`src/rtl/dbpt_pkg.sv`:
```
package dbpt_pkg;
  typedef enum logic [1:0] {
    ST_IDLE  = 2'd0,
    ST_WRITE = 2'd1,
    ST_READ  = 2'd2,
    ST_WAIT  = 2'd3
  } dbpt_state_e;
endpackage

```
`src/rtl/dbpt_pattern_rom.sv`:
```
module dbpt_pattern_rom #(
  parameter int DATA_W = 64,
  parameter int LOG_W  = 6,
  parameter int NPAT   = 12,
  parameter int IDX_W  = 4
) (
  input  logic [IDX_W-1:0]  idx,
  output logic [DATA_W-1:0] pat
);
  // base_w[k] alternates groups of 2**k ones and zeros, low group zero
  logic [DATA_W-1:0] base_w [LOG_W];

  for (genvar k = 0; k < LOG_W; k++) begin : g_base
    for (genvar b = 0; b < DATA_W; b++) begin : g_bit
      assign base_w[k][b] = ((b >> k) % 2) == 1;
    end
  end

  // first half ascending, second half complements in mirrored order
  always_comb begin
    pat = '0;
    for (int k = 0; k < LOG_W; k++) begin
      if (idx == IDX_W'(k))            pat = base_w[k];
      if (idx == IDX_W'(NPAT - 1 - k)) pat = ~base_w[k];
    end
  end
endmodule

```
`src/rtl/dbpt_cmp.sv`:
```
module dbpt_cmp #(
  parameter int DATA_W = 64
) (
  input  logic              armed,
  input  logic              rvalid,
  input  logic [DATA_W-1:0] rdata,
  input  logic [DATA_W-1:0] exp_pat,
  output logic              hit,
  output logic              miss
);
  logic take;
  logic same;

  assign take = armed && rvalid;
  assign same = (rdata == exp_pat);
  assign hit  = take && same;
  assign miss = take && !same;
endmodule

```
`src/rtl/dbpt_seq.sv`:
```
module dbpt_seq
  import dbpt_pkg::*;
#(
  parameter int NPAT  = 12,
  parameter int IDX_W = 4
) (
  input  logic             clk,
  input  logic             rst_n,
  input  logic             start,
  input  logic             req_ready,
  input  logic             cmp_hit,
  input  logic             cmp_miss,
  output dbpt_state_e      state,
  output logic [IDX_W-1:0] idx,
  output logic             fin_ev,
  output logic             fin_pass,
  output logic             accept_start
);
  localparam logic [IDX_W-1:0] LAST = IDX_W'(NPAT - 1);

  dbpt_state_e state_n;
  logic [IDX_W-1:0] idx_n;

  assign accept_start = (state == ST_IDLE) && start;
  assign fin_ev   = (state == ST_WAIT) && (cmp_miss || (cmp_hit && idx == LAST));
  assign fin_pass = cmp_hit;

  always_comb begin
    state_n = state;
    idx_n   = idx;
    unique case (state)
      ST_IDLE: begin
        if (start) begin
          state_n = ST_WRITE;
          idx_n   = '0;
        end
      end
      ST_WRITE: if (req_ready) state_n = ST_READ;
      ST_READ:  if (req_ready) state_n = ST_WAIT;
      ST_WAIT: begin
        if (cmp_miss) begin
          state_n = ST_IDLE;
        end else if (cmp_hit) begin
          if (idx == LAST) begin
            state_n = ST_IDLE;
          end else begin
            state_n = ST_WRITE;
            idx_n   = idx + 1'b1;
          end
        end
      end
      default: state_n = ST_IDLE;
    endcase
  end

  always_ff @(posedge clk) begin
    if (!rst_n) begin
      state <= ST_IDLE;
      idx   <= '0;
    end else begin
      state <= state_n;
      idx   <= idx_n;
    end
  end
endmodule

```
`src/rtl/dbus_pattern_bist.sv`:
```
module dbus_pattern_bist
  import dbpt_pkg::*;
#(
  parameter int               DATA_W    = 64,
  parameter int               ADDR_W    = 16,
  parameter logic [ADDR_W-1:0] BASE_ADDR = '0
) (
  input  logic              clk,
  input  logic              rst_n,
  input  logic              start,
  output logic              busy,
  output logic              done,
  output logic              pass,
  output logic [DATA_W-1:0] fail_pattern,
  output logic              mem_req_valid,
  input  logic              mem_req_ready,
  output logic              mem_we,
  output logic [ADDR_W-1:0] mem_addr,
  output logic [DATA_W-1:0] mem_wdata,
  input  logic              mem_rvalid,
  input  logic [DATA_W-1:0] mem_rdata
);
  localparam int LOG_W = $clog2(DATA_W);
  localparam int NPAT  = 2 * LOG_W;
  localparam int IDX_W = $clog2(NPAT);

  dbpt_state_e      state;
  logic [IDX_W-1:0] idx;
  logic [DATA_W-1:0] cur_pat;
  logic cmp_hit, cmp_miss, fin_ev, fin_pass, accept_start;

  dbpt_pattern_rom #(
    .DATA_W(DATA_W), .LOG_W(LOG_W), .NPAT(NPAT), .IDX_W(IDX_W)
  ) u_rom (
    .idx (idx),
    .pat (cur_pat)
  );

  dbpt_seq #(
    .NPAT(NPAT), .IDX_W(IDX_W)
  ) u_seq (
    .clk          (clk),
    .rst_n        (rst_n),
    .start        (start),
    .req_ready    (mem_req_ready),
    .cmp_hit      (cmp_hit),
    .cmp_miss     (cmp_miss),
    .state        (state),
    .idx          (idx),
    .fin_ev       (fin_ev),
    .fin_pass     (fin_pass),
    .accept_start (accept_start)
  );

  dbpt_cmp #(
    .DATA_W(DATA_W)
  ) u_cmp (
    .armed   (state == ST_WAIT),
    .rvalid  (mem_rvalid),
    .rdata   (mem_rdata),
    .exp_pat (cur_pat),
    .hit     (cmp_hit),
    .miss    (cmp_miss)
  );

  assign busy          = (state != ST_IDLE);
  assign mem_req_valid = (state == ST_WRITE) || (state == ST_READ);
  assign mem_we        = (state == ST_WRITE);
  assign mem_addr      = BASE_ADDR;
  assign mem_wdata     = mem_req_valid ? cur_pat : '0;

  always_ff @(posedge clk) begin
    if (!rst_n) begin
      done         <= 1'b0;
      pass         <= 1'b0;
      fail_pattern <= '0;
    end else begin
      done <= fin_ev;
      if (accept_start) begin
        pass         <= 1'b0;
        fail_pattern <= '0;
      end else if (fin_ev) begin
        pass         <= fin_pass;
        fail_pattern <= fin_pass ? '0 : cur_pat;
      end
    end
  end
endmodule

```
`config.mk`:
```
export PLATFORM = sky130hd
export DESIGN_NAME = dbus_pattern_bist
export DESIGN_NICKNAME = d
export VERILOG_FILES = /design/src/rtl/dbpt_pkg.sv /design/src/rtl/dbpt_pattern_rom.sv /design/src/rtl/dbpt_cmp.sv /design/src/rtl/dbpt_seq.sv /design/src/rtl/dbus_pattern_bist.sv
export SDC_FILE = /design/constraint.sdc
export NUM_CORES = 1
export LEC_CHECK = 0
export CAP_MARGIN = 0
export CORE_MARGIN = 10
export CORE_UTILIZATION = 45
export CTS_CLUSTER_DIAMETER = 100
export DETAILED_ROUTE_END_ITERATION = 12
export DONT_BUFFER_PORTS = 1
export PLACE_DENSITY = 0.66
export REMOVE_ABC_BUFFERS = 1
export SLEW_MARGIN = 0
export SYNTH_ARGS = -nofsm -noshare
export SYNTH_HDL_FRONTEND = slang
export SYNTH_SLANG_ARGS = --single-unit
```
`constraint.sdc`:
```
create_clock -name clk -period 8 [get_ports clk]
set_input_delay 0.4 -clock clk [delete_from_list [all_inputs] [get_ports clk]]
set_output_delay 0.4 -clock clk [all_outputs]
set_load 0.02 [all_outputs]
```
==> results of run 1 <==
sequential cells by signal, indices dropped and copies added (netlist names):
signal        count
u_seq.idx         4
fail_pattern     64
u_seq.state       2
pass              1
done              1
power by group through the flow:
stage / registers [uW] / logic [uW] / clock network [uW]
after detailed placement: 402 / 1120 / 0
final: 394 / 1140 / 461
after CTS: 395 / 1120 / 464
after global routing: 396 / 1210 / 477
after global placement: 401 / 1110 / 0
after floorplan: 397 / 822 / 0
cells in the final DEF (no fill, tap or decap), drive strengths merged, types with 15 or more instances in the layout:
| cell | netlist | routed |
|---|---|---|
| nor2b | 20 | 20 |
| o21ai | 47 | 47 |
| and2 | 29 | 29 |
| nor4 | 17 | 17 |
| nor2 | 52 | 52 |
| o22ai | 21 | 21 |
| a21oi | 41 | 41 |
| conb | 1 | 16 |
| inv | 20 | 20 |
| a32o | 24 | 24 |
| xnor2 | 18 | 18 |
| dfxtp | 72 | 72 |
| nand2 | 85 | 85 |
| nand2b | 15 | 15 |
| xor2 | 19 | 19 |
| mux2i | 24 | 24 |
cells by family (layout without fill, tap and decap cells):
kind of cell,Yosys count,in the layout,synth area share [%]
AOI/OAI and AO/OA,233,233,27.9
xor gates and xnor gates,37,37,5.45
adders and majority gates,8,8,1.68
buffers and inverters,100,49,8.58
DFF,72,72,24.2
muxes,24,24,4.04
other,1,16,0.0631
and+or+nand+nor,306,306,28.0
worst paths after layout:
path                            slack (ns)  cells past startpoint    startpoint          endpoint
worst max-delay path                  2.48                     11  u_seq.idx[1]  fail_pattern[36]
worst min-delay path                  0.17                      1         rst_n              done
worst max register to register        2.48                     11  u_seq.idx[1]  fail_pattern[36]
worst min register to register        0.54                      2  u_seq.idx[0]      u_seq.idx[0]
area by class of cell:
class | count | area, um^2
Sequential cell | 72 | 1440
Multi-Input combinational cell | 624 | 4050
Timing Repair Buffer | 13 | 97.6
Inverter | 21 | 78.8
Tap cell | 172 | 215
Clock inverter | 6 | 109
Clock buffer | 9 | 225
Fill cell | 1348 | 6550
metal layers:
metal	vias up	GRT usage, %	share of wire (%)
met5	-	0	0
met4	0	9.27	2.8
met3	57	9.83	11
met2	386	42.1	46
met1	2966	32.0	39
li1	2762	-	-
per-stage QoR:
step / total power [uW] / setup WS (ns) / area (um^2) / cells
finish: 1990 / 2.48 / 6220 / 917
global route: 2090 / 2.17 / 6220 / 917
CTS: 1980 / 2.53 / 6220 / 917
detailed placement: 1520 / 2.51 / 5890 / 902
global placement: 1510 / 2.83 / 5890 / 902
floorplan: 1220 / 3.25 / 5570 / 717
==> qor_table.md, run 1 <==
| Stage | Parameter | Reported |
| --- | --- | --- |
| clock tree | CTS H-tree depth | 3 |
| clock tree | Number of buffers created by CTS | 9 |
| timing | Final setup violation count | 0 |
| floorplan | Core Footprint | 12800 um^2 |
| power and ir drop | Internal power | 944 uW |
| status | Outcome | completed |
| placement | Final weighted congestion of routability-driven global placement | 0.996 |
| timing | Pin slew with the least headroom to its limit | 1.04 ns |
| grt | Overall track demand over capacity in global routing | 26.5% |
| floorplan | Placement Rows | 41 |
| placement | Dpl hpwl | 19300 um |
| floorplan | Total die area | 18200 um^2 |
| grt | First-pass GRT wire length | 37700 um |
| power and ir drop | Power share of the combinational group | 57.1% |
| route | DRT iter0 DRCs | 794 |
| clock tree | CTS clock-pin slew for the worst setup and hold paths | 0.05 ns |
| critical path | Worst path slowest cell | sky130_fd_sc_hd__o31ai_4 |
| clock tree | CTS hold repair buffers | 0 |
| route | Antenna violation net count after detailed routing | 0 |
| grt | Number of antenna violations at the first check in global routing | 0 |
| critical path | Crit path DAT | 5.81 ns |
| clock tree | Number of post-CTS setup repair buffers | 0 |
| timing | Share of the clock period used by the worst path after layout | 69.0% |
| route | First-pass iteration count of the detailed router | 5 |
| synthesis | Flop and latch count out of synthesis | 72 |
| critical path | Kind of critical path | flip-flop to flip-flop |
| critical path | Cell-by-cell listing of the critical path | ha_1 > buf_4 > nor2b_1 > a211oi_1 > nor2b_1 > or4_1 > or4_4 > nor4_4 > nand4_4 > o31ai_4 > a32o_1 |
| placement | Quantity of I/O buffers inserted on ports | 0 |
| synthesis | Part of the Yosys area used for sequential elements | 24.2% |
| grt | Largest net degree at the start of global routing | 69 |
| timing | Total negative setup slack | 0 ns |
| timing | Worst Hold Margin | 0.172 ns |
| route | Total length of routed wires | 25500 um |
| grt | Total grt overflow | 0 |
| clock tree | Post-cts sizing count | 0 |
| route | Routed WL per cell | 27.8 um |
| synthesis | Avg Cell Area, Syn | 7.61 um^2 |
| cells and area | Final core utilization | 48.7% |
| synthesis | Synth Flop Type | sky130_fd_sc_hd__dfxtp_1 |
| power and ir drop | Switch Pwr | 1050 uW |
| power and ir drop | Power share of the clock group | 23.1% |
| power and ir drop | Ratio of total power to cell area | 320 nW/um^2 |
| timing | Fmax achieved | 181 MHz |
| synthesis | Most numerous cell types in the synthesized netlist | sky130_fd_sc_hd__nand2_1 (85), sky130_fd_sc_hd__dfxtp_1 (72), sky130_fd_sc_hd__nor2_1 (52) |
| flow run | Number of max-capacitance violations reported | 0 |
| critical path | Delay of the slowest critical-path stage | 0.89 ns |
| synthesis | Proportion of netlist area held by the largest area contributor | 24.2% |
| synthesis | Most common cell in the netlist | sky130_fd_sc_hd__nand2_1 |
| synthesis | Cell type with the highest aggregate area in the netlist | sky130_fd_sc_hd__dfxtp_1 |
| critical path | Required time of the worst setup path | 8.29 ns |
| cells and area | Final antenna diode count | 0 |
| synthesis | Top cells by area, synth | sky130_fd_sc_hd__dfxtp_1 (24%), sky130_fd_sc_hd__nand2_1 (5.4%), sky130_fd_sc_hd__a32o_1 (4.0%) |
| critical path | Critical path fanouts, max | 28 |
| cells and area | Share of post-route cells with drive strength above 1 | 6.71% |
| route | Via count of the routed design | 6171 |
| hold path | Worst min path class | input pin to flip-flop |
| route | Average via count per standard cell | 6.73 |
| clock tree | Clock Root Buffer | sky130_fd_sc_hd__clkbuf_16 |
| power and ir drop | Sequential group share of total power | 19.8% |
| power and ir drop | Sw frac | 52.6% |
| route | Remaining DRCs | 0 |
| synthesis | Number of warnings printed during yosys synthesis | 0 |
| floorplan | Initial standard-cell utilization of the core | 46.6% |
| timing | Final Skew | 0.00813 ns |
| grt | Number of global-route vias before repair | 6061 |
| critical path | Buffers & Inverters on Critical Path | 1 |
| clock tree | TritonCTS clock tree | yes |
| timing | Post-route minimum period | 5.52 ns |
| floorplan | Horizontal die dimension | 135 um |
| cells and area | Synth-to-layout area growth | 4.59% |
| clock tree | Deepest clock path buffer count | 2 |
| cells and area | Nets@finish | 818 |
| timing | Worst slew margin relative to its limit | 30.3% |
| critical path | Element type at the critical path end | flip-flop |
| synthesis | Unique masters post-synth | 86 |
| synthesis | Asr flop ratio synth | 0% |
| clock tree | Total number of clock tree sinks | 72 |
| synthesis | Syn Inst Count | 781 |
| power and ir drop | Worst-case vdd ir drop | 161 uV |
| critical path | Top Family by Delay on Critical Path | simple AND/OR/NAND/NOR gates |
| floorplan | Die Y-Extent | 135 um |
| clock tree | Worst-Skew Late Latency | 0.36 ns |
| critical path | Worst setup SP type | flip-flop |
| critical path | Most common cell on crit path | sky130_fd_sc_hd__nor2b_1 |
| timing | Final hold violations | 0 |
| timing | Unrepaired setup endpoints after global routing | no |
| power and ir drop | Leakage power of the design | 0.00240 uW |
| floorplan | Number of top-level pins | 218 |
| synthesis | Number of enable flip-flop cells after synthesis | 0 |
| synthesis | Cell area after synthesis | 5950 um^2 |
| timing | Number of max-slew violations in the final report | 0 |
Note: power is estimated with default switching activity, not from simulation.
==> inputs of run 2 (changes only) <==
--- a/config.mk
+++ b/config.mk
@@ -11,7 +11,7 @@
 export CTS_CLUSTER_DIAMETER = 100
 export DETAILED_ROUTE_END_ITERATION = 12
 export DONT_BUFFER_PORTS = 1
-export PLACE_DENSITY = 0.66
+export PLACE_DENSITY = 0.68
 export REMOVE_ABC_BUFFERS = 1
 export SLEW_MARGIN = 0
 export SYNTH_ARGS = -nofsm -noshare
==> constraint.sdc (replaced) <==
create_clock -name clk -period 4.8 [get_ports clk]
set_input_delay 0.24 -clock clk [delete_from_list [all_inputs] [get_ports clk]]
set_output_delay 0.24 -clock clk [all_outputs]
set_load 0.02 [all_outputs]
==> run 2 against run 1 <==
Compared with the run above: global-route usage is 1.1 points higher; routed wire length increased by 3.7%; sequential power is 67% higher; clock skew is 0.0027 ns lower; sequential cell count unchanged.
==> qor_table.md, run 2 (synthesized netlist as in run 1, its figures left out) <==
| Stage | Parameter | Reported | Delta |
| --- | --- | --- | --- |
| cells and area | Commonest cells after routing, fill and taps aside | sky130_fd_sc_hd__nand2_1 (85), sky130_fd_sc_hd__dfxtp_1 (71), sky130_fd_sc_hd__nor2_1 (52) | was sky130_fd_sc_hd__nand2_1 (85), sky130_fd_sc_hd__dfxtp_1 (72), sky130_fd_sc_hd__nor2_1 (52) |
| placement | Cell total after placement | 931 | was 902 |
| placement | Placed cell area | 6140 um^2 | was 5890 um^2 |
| clock tree | Number of post-CTS setup repair buffers | 0 | unchanged |
| floorplan | Die Y-Extent | 135 um | unchanged |
| power and ir drop | Worst-case vdd ir drop | 390 uV | was 161 uV |
| placement | Placement-stage worst setup slack | -0.0168 ns | was 2.51 ns |
| clock tree | Deepest clock path buffer count | 2 | unchanged |
| hold path | Hold path depth | 1 | unchanged |
| critical path | Flop2flop setup slack | 0.25 ns | was 2.48 ns |
| route | Average via count per standard cell | 6.66 | was 6.73 |
| cells and area | Largest Register | fail_pattern | unchanged |
| power and ir drop | Leakage power of the design | 0.00255 uW | was 0.00240 uW |
| timing | Post-route minimum period | 4.55 ns | was 5.52 ns |
| grt | Global-route layer with the greatest usage | met2 | unchanged |
| cells and area | Most common cell after layout, fill and taps aside | sky130_fd_sc_hd__nand2_1 | unchanged |
| critical path | Endpoint of the worst-slack reg-to-reg timing path | fail_pattern[61] | was fail_pattern[36] |
| cells and area | Registers with the most flip-flops | fail_pattern (64), u_seq.idx (4), u_seq.state (2) | unchanged |
| cells and area | Fillers | 1294 | was 1348 |
| grt | Met2 track demand over resource in global routing | 44.4% | was 42.1% |
| grt | Overall track demand over capacity in global routing | 27.6% | was 26.5% |
| cells and area | Share of post-route cells with drive strength above 1 | 10.6% | was 6.71% |
| cells and area | Final antenna diode count | 0 | unchanged |
| power and ir drop | Ratio of total power to cell area | 518 nW/um^2 | was 320 nW/um^2 |
| floorplan | Placement Rows | 41 | unchanged |
| cells and area | Synth-to-layout area growth | 8.90% | was 4.59% |
| floorplan | Number of top-level pins | 218 | unchanged |
| critical path | Kind of critical path | flip-flop to flip-flop | unchanged |
| critical path | Worst setup SP type | flip-flop | unchanged |
| critical path | R2R depth | 12 | was 11 |
| grt | Total grt overflow | 0 | unchanged |
| route | Routed WL per cell | 27.9 um | was 27.8 um |
| timing | Unrepaired setup endpoints after global routing | no | unchanged |
| clock tree | CTS H-tree depth | 3 | unchanged |
| clock tree | Worst-Skew Late Latency | 0.36 ns | about the same |
| placement | Final weighted congestion of routability-driven global placement | 0.963 | was 0.996 |
| timing | Share of the clock period used by the worst path after layout | 94.9% | was 69.0% |
| route | Via count of the routed design | 6303 | was 6171 |
| timing | Final critical-path setup slack | 0.246 ns | was 2.48 ns |
| timing | Pin slew with the least headroom to its limit | 0.936 ns | was 1.04 ns |
| floorplan | Total die area | 18200 um^2 | unchanged |
| timing | Final Skew | 0.00539 ns | was 0.00813 ns |
| grt | First-pass GRT wire length | 38600 um | was 37700 um |
| critical path | Critical path fanouts, max | 18 | was 28 |
| cells and area | Cell Count, Final, Fillers Out | 947 | was 917 |
| status | Outcome | completed | unchanged |
| critical path | Startpoint of the most critical setup path | u_seq.idx[1] | unchanged |
| grt | Number of global-route vias before repair | 6053 | was 6061 |
| clock tree | CTS clock-pin slew for the worst setup and hold paths | 0.06 ns | was 0.05 ns |
| grt | Largest net degree at the start of global routing | 46 | was 69 |
| timing | Number of max-slew violations in the final report | 0 | unchanged |
| route | Total length of routed wires | 26400 um | was 25500 um |
| cells and area | Flip-flop count of the largest register, all copies and words added | 64 | unchanged |
| route | Remaining DRCs | 0 | unchanged |
| hold path | Endpoint, Worst Hold | done | unchanged |
| route | Antenna violation net count after detailed routing | 0 | unchanged |
| clock tree | Clock Root Buffer | sky130_fd_sc_hd__clkbuf_16 | unchanged |
| timing | Fmax achieved | 220 MHz | was 181 MHz |
| power and ir drop | Overall power after layout | 3360 uW | was 1990 uW |
| floorplan | Core Footprint | 12800 um^2 | unchanged |
| grt | Met1 routing resource usage after global routing | 34.2% | was 32.0% |
| critical path | Crit path DAT | 4.77 ns | was 5.81 ns |
| floorplan | Initial standard-cell utilization of the core | 46.6% | unchanged |
| clock tree | CTS hold repair buffers | 0 | unchanged |
| hold path | Worst min path class | input pin to flip-flop | unchanged |
| cells and area | Final core utilization | 50.7% | was 48.7% |
| grt | M3 GR Usage | 7.97% | was 9.83% |
| cells and area | Nets@finish | 847 | was 818 |
| placement | Dpl hpwl | 21000 um | was 19300 um |
| hold path | Worst hold start | rst_n | unchanged |
| cells and area | Layout Cell Area excl Fill | 6480 um^2 | was 6220 um^2 |
| grt | Number of antenna violations at the first check in global routing | 0 | unchanged |
| critical path | Required time of the worst setup path | 5.01 ns | was 8.29 ns |
| clock tree | Number of buffers created by CTS | 9 | unchanged |
| critical path | Startpoint of the worst-slack reg-to-reg timing path | u_seq.idx[1] | unchanged |
| timing | Worst slew margin relative to its limit | 37.4% | was 30.3% |
| timing | Final setup violation count | 0 | unchanged |
| floorplan | Horizontal die dimension | 135 um | unchanged |
| clock tree | TritonCTS clock tree | yes | unchanged |
| route | First-pass iteration count of the detailed router | 7 | was 5 |
| timing | Final hold violations | 0 | unchanged |
| critical path | Element type at the critical path end | flip-flop | unchanged |
| clock tree | Total number of clock tree sinks | 72 | unchanged |
| placement | Quantity of I/O buffers inserted on ports | 0 | unchanged |
| route | DRT iter0 DRCs | 660 | was 794 |
| flow run | Number of max-capacitance violations reported | 0 | unchanged |
-- run 2: cell types whose count changed in the layout (fill, tap and decap cells not counted), sizes merged --
cell,delta
clkinv,-2
bufinv,-1
buf,+29
clkbuf,+2
inv,+2
-- run 2: power by group --
part / total (uW) / switching (uW) / internal, uW
Sequential: 657 / 36.5 / 620
Combinational: 1940 / 1450 / 482
Clock: 763 / 289 / 474
Total: 3360 / 1780 / 1580
-- run 2: critical path, cell delays in order (launching register included) --
cell and delay (ns):
sky130_fd_sc_hd__dfxtp_2 0.41, sky130_fd_sc_hd__inv_1 0.14, sky130_fd_sc_hd__ha_1 0.50, sky130_fd_sc_hd__or3b_1 0.56, sky130_fd_sc_hd__a31oi_1 0.23, sky130_fd_sc_hd__a31oi_1 0.10, sky130_fd_sc_hd__or4_1 0.54, sky130_fd_sc_hd__or4_4 0.58
sky130_fd_sc_hd__nor4_4 0.26, sky130_fd_sc_hd__nand4_4 0.22, sky130_fd_sc_hd__o211ai_1 0.44, sky130_fd_sc_hd__buf_4 0.32, sky130_fd_sc_hd__o22ai_1 0.11
-- run 2: worst max path at each step --
stage | to | slack [ns] | cells after the start
after floorplan | fail_pattern[0] | 0.05 | 10
after global placement | fail_pattern[29] | 0.08 | 12
after detailed placement | fail_pattern[61] | -0.02 | 12
after CTS | fail_pattern[61] | 0.17 | 12
after global routing | fail_pattern[9] | 0.04 | 12
final | fail_pattern[61] | 0.25 | 12
-- run 2: timing repair --
item	4_1_cts	5_1_grt
hold endpoints to repair	0	0
gates resized for setup	1	2
setup endpoints to repair	11	21
-- run 2: metrics by stage --
step           setup TNS [ns]  hold WS, ns
5_1_grt                     0      0.00459
3_3_place_gp                0        0.364
3_5_place_dp          -0.0344        0.366
6_report                    0      0.00755
4_1_cts                     0      0.00179
2_1_floorplan               0        0.362
-- run 2: layout make-up --
| class | instances | area [um^2] | share of cell area, % |
|---|---|---|---|
| clock inverter | 5 | 86.3 | 1.33 |
| inverter | 21 | 78.8 | 1.22 |
| timing repair buffer | 42 | 353 | 5.45 |
| sequential | 72 | 1440 | 22.3 |
| multi-input combinational | 624 | 4060 | 62.7 |
| tap | 172 | 215 | 3.32 |
| clock buffer | 11 | 243 | 3.75 |
-- run 2: layer usage --
metal	vias to the layer above	routed length, um
met4	0	634
met5	-	0
met3	44	2640
li1	2830	-
met1	3069	10800
met2	360	12400
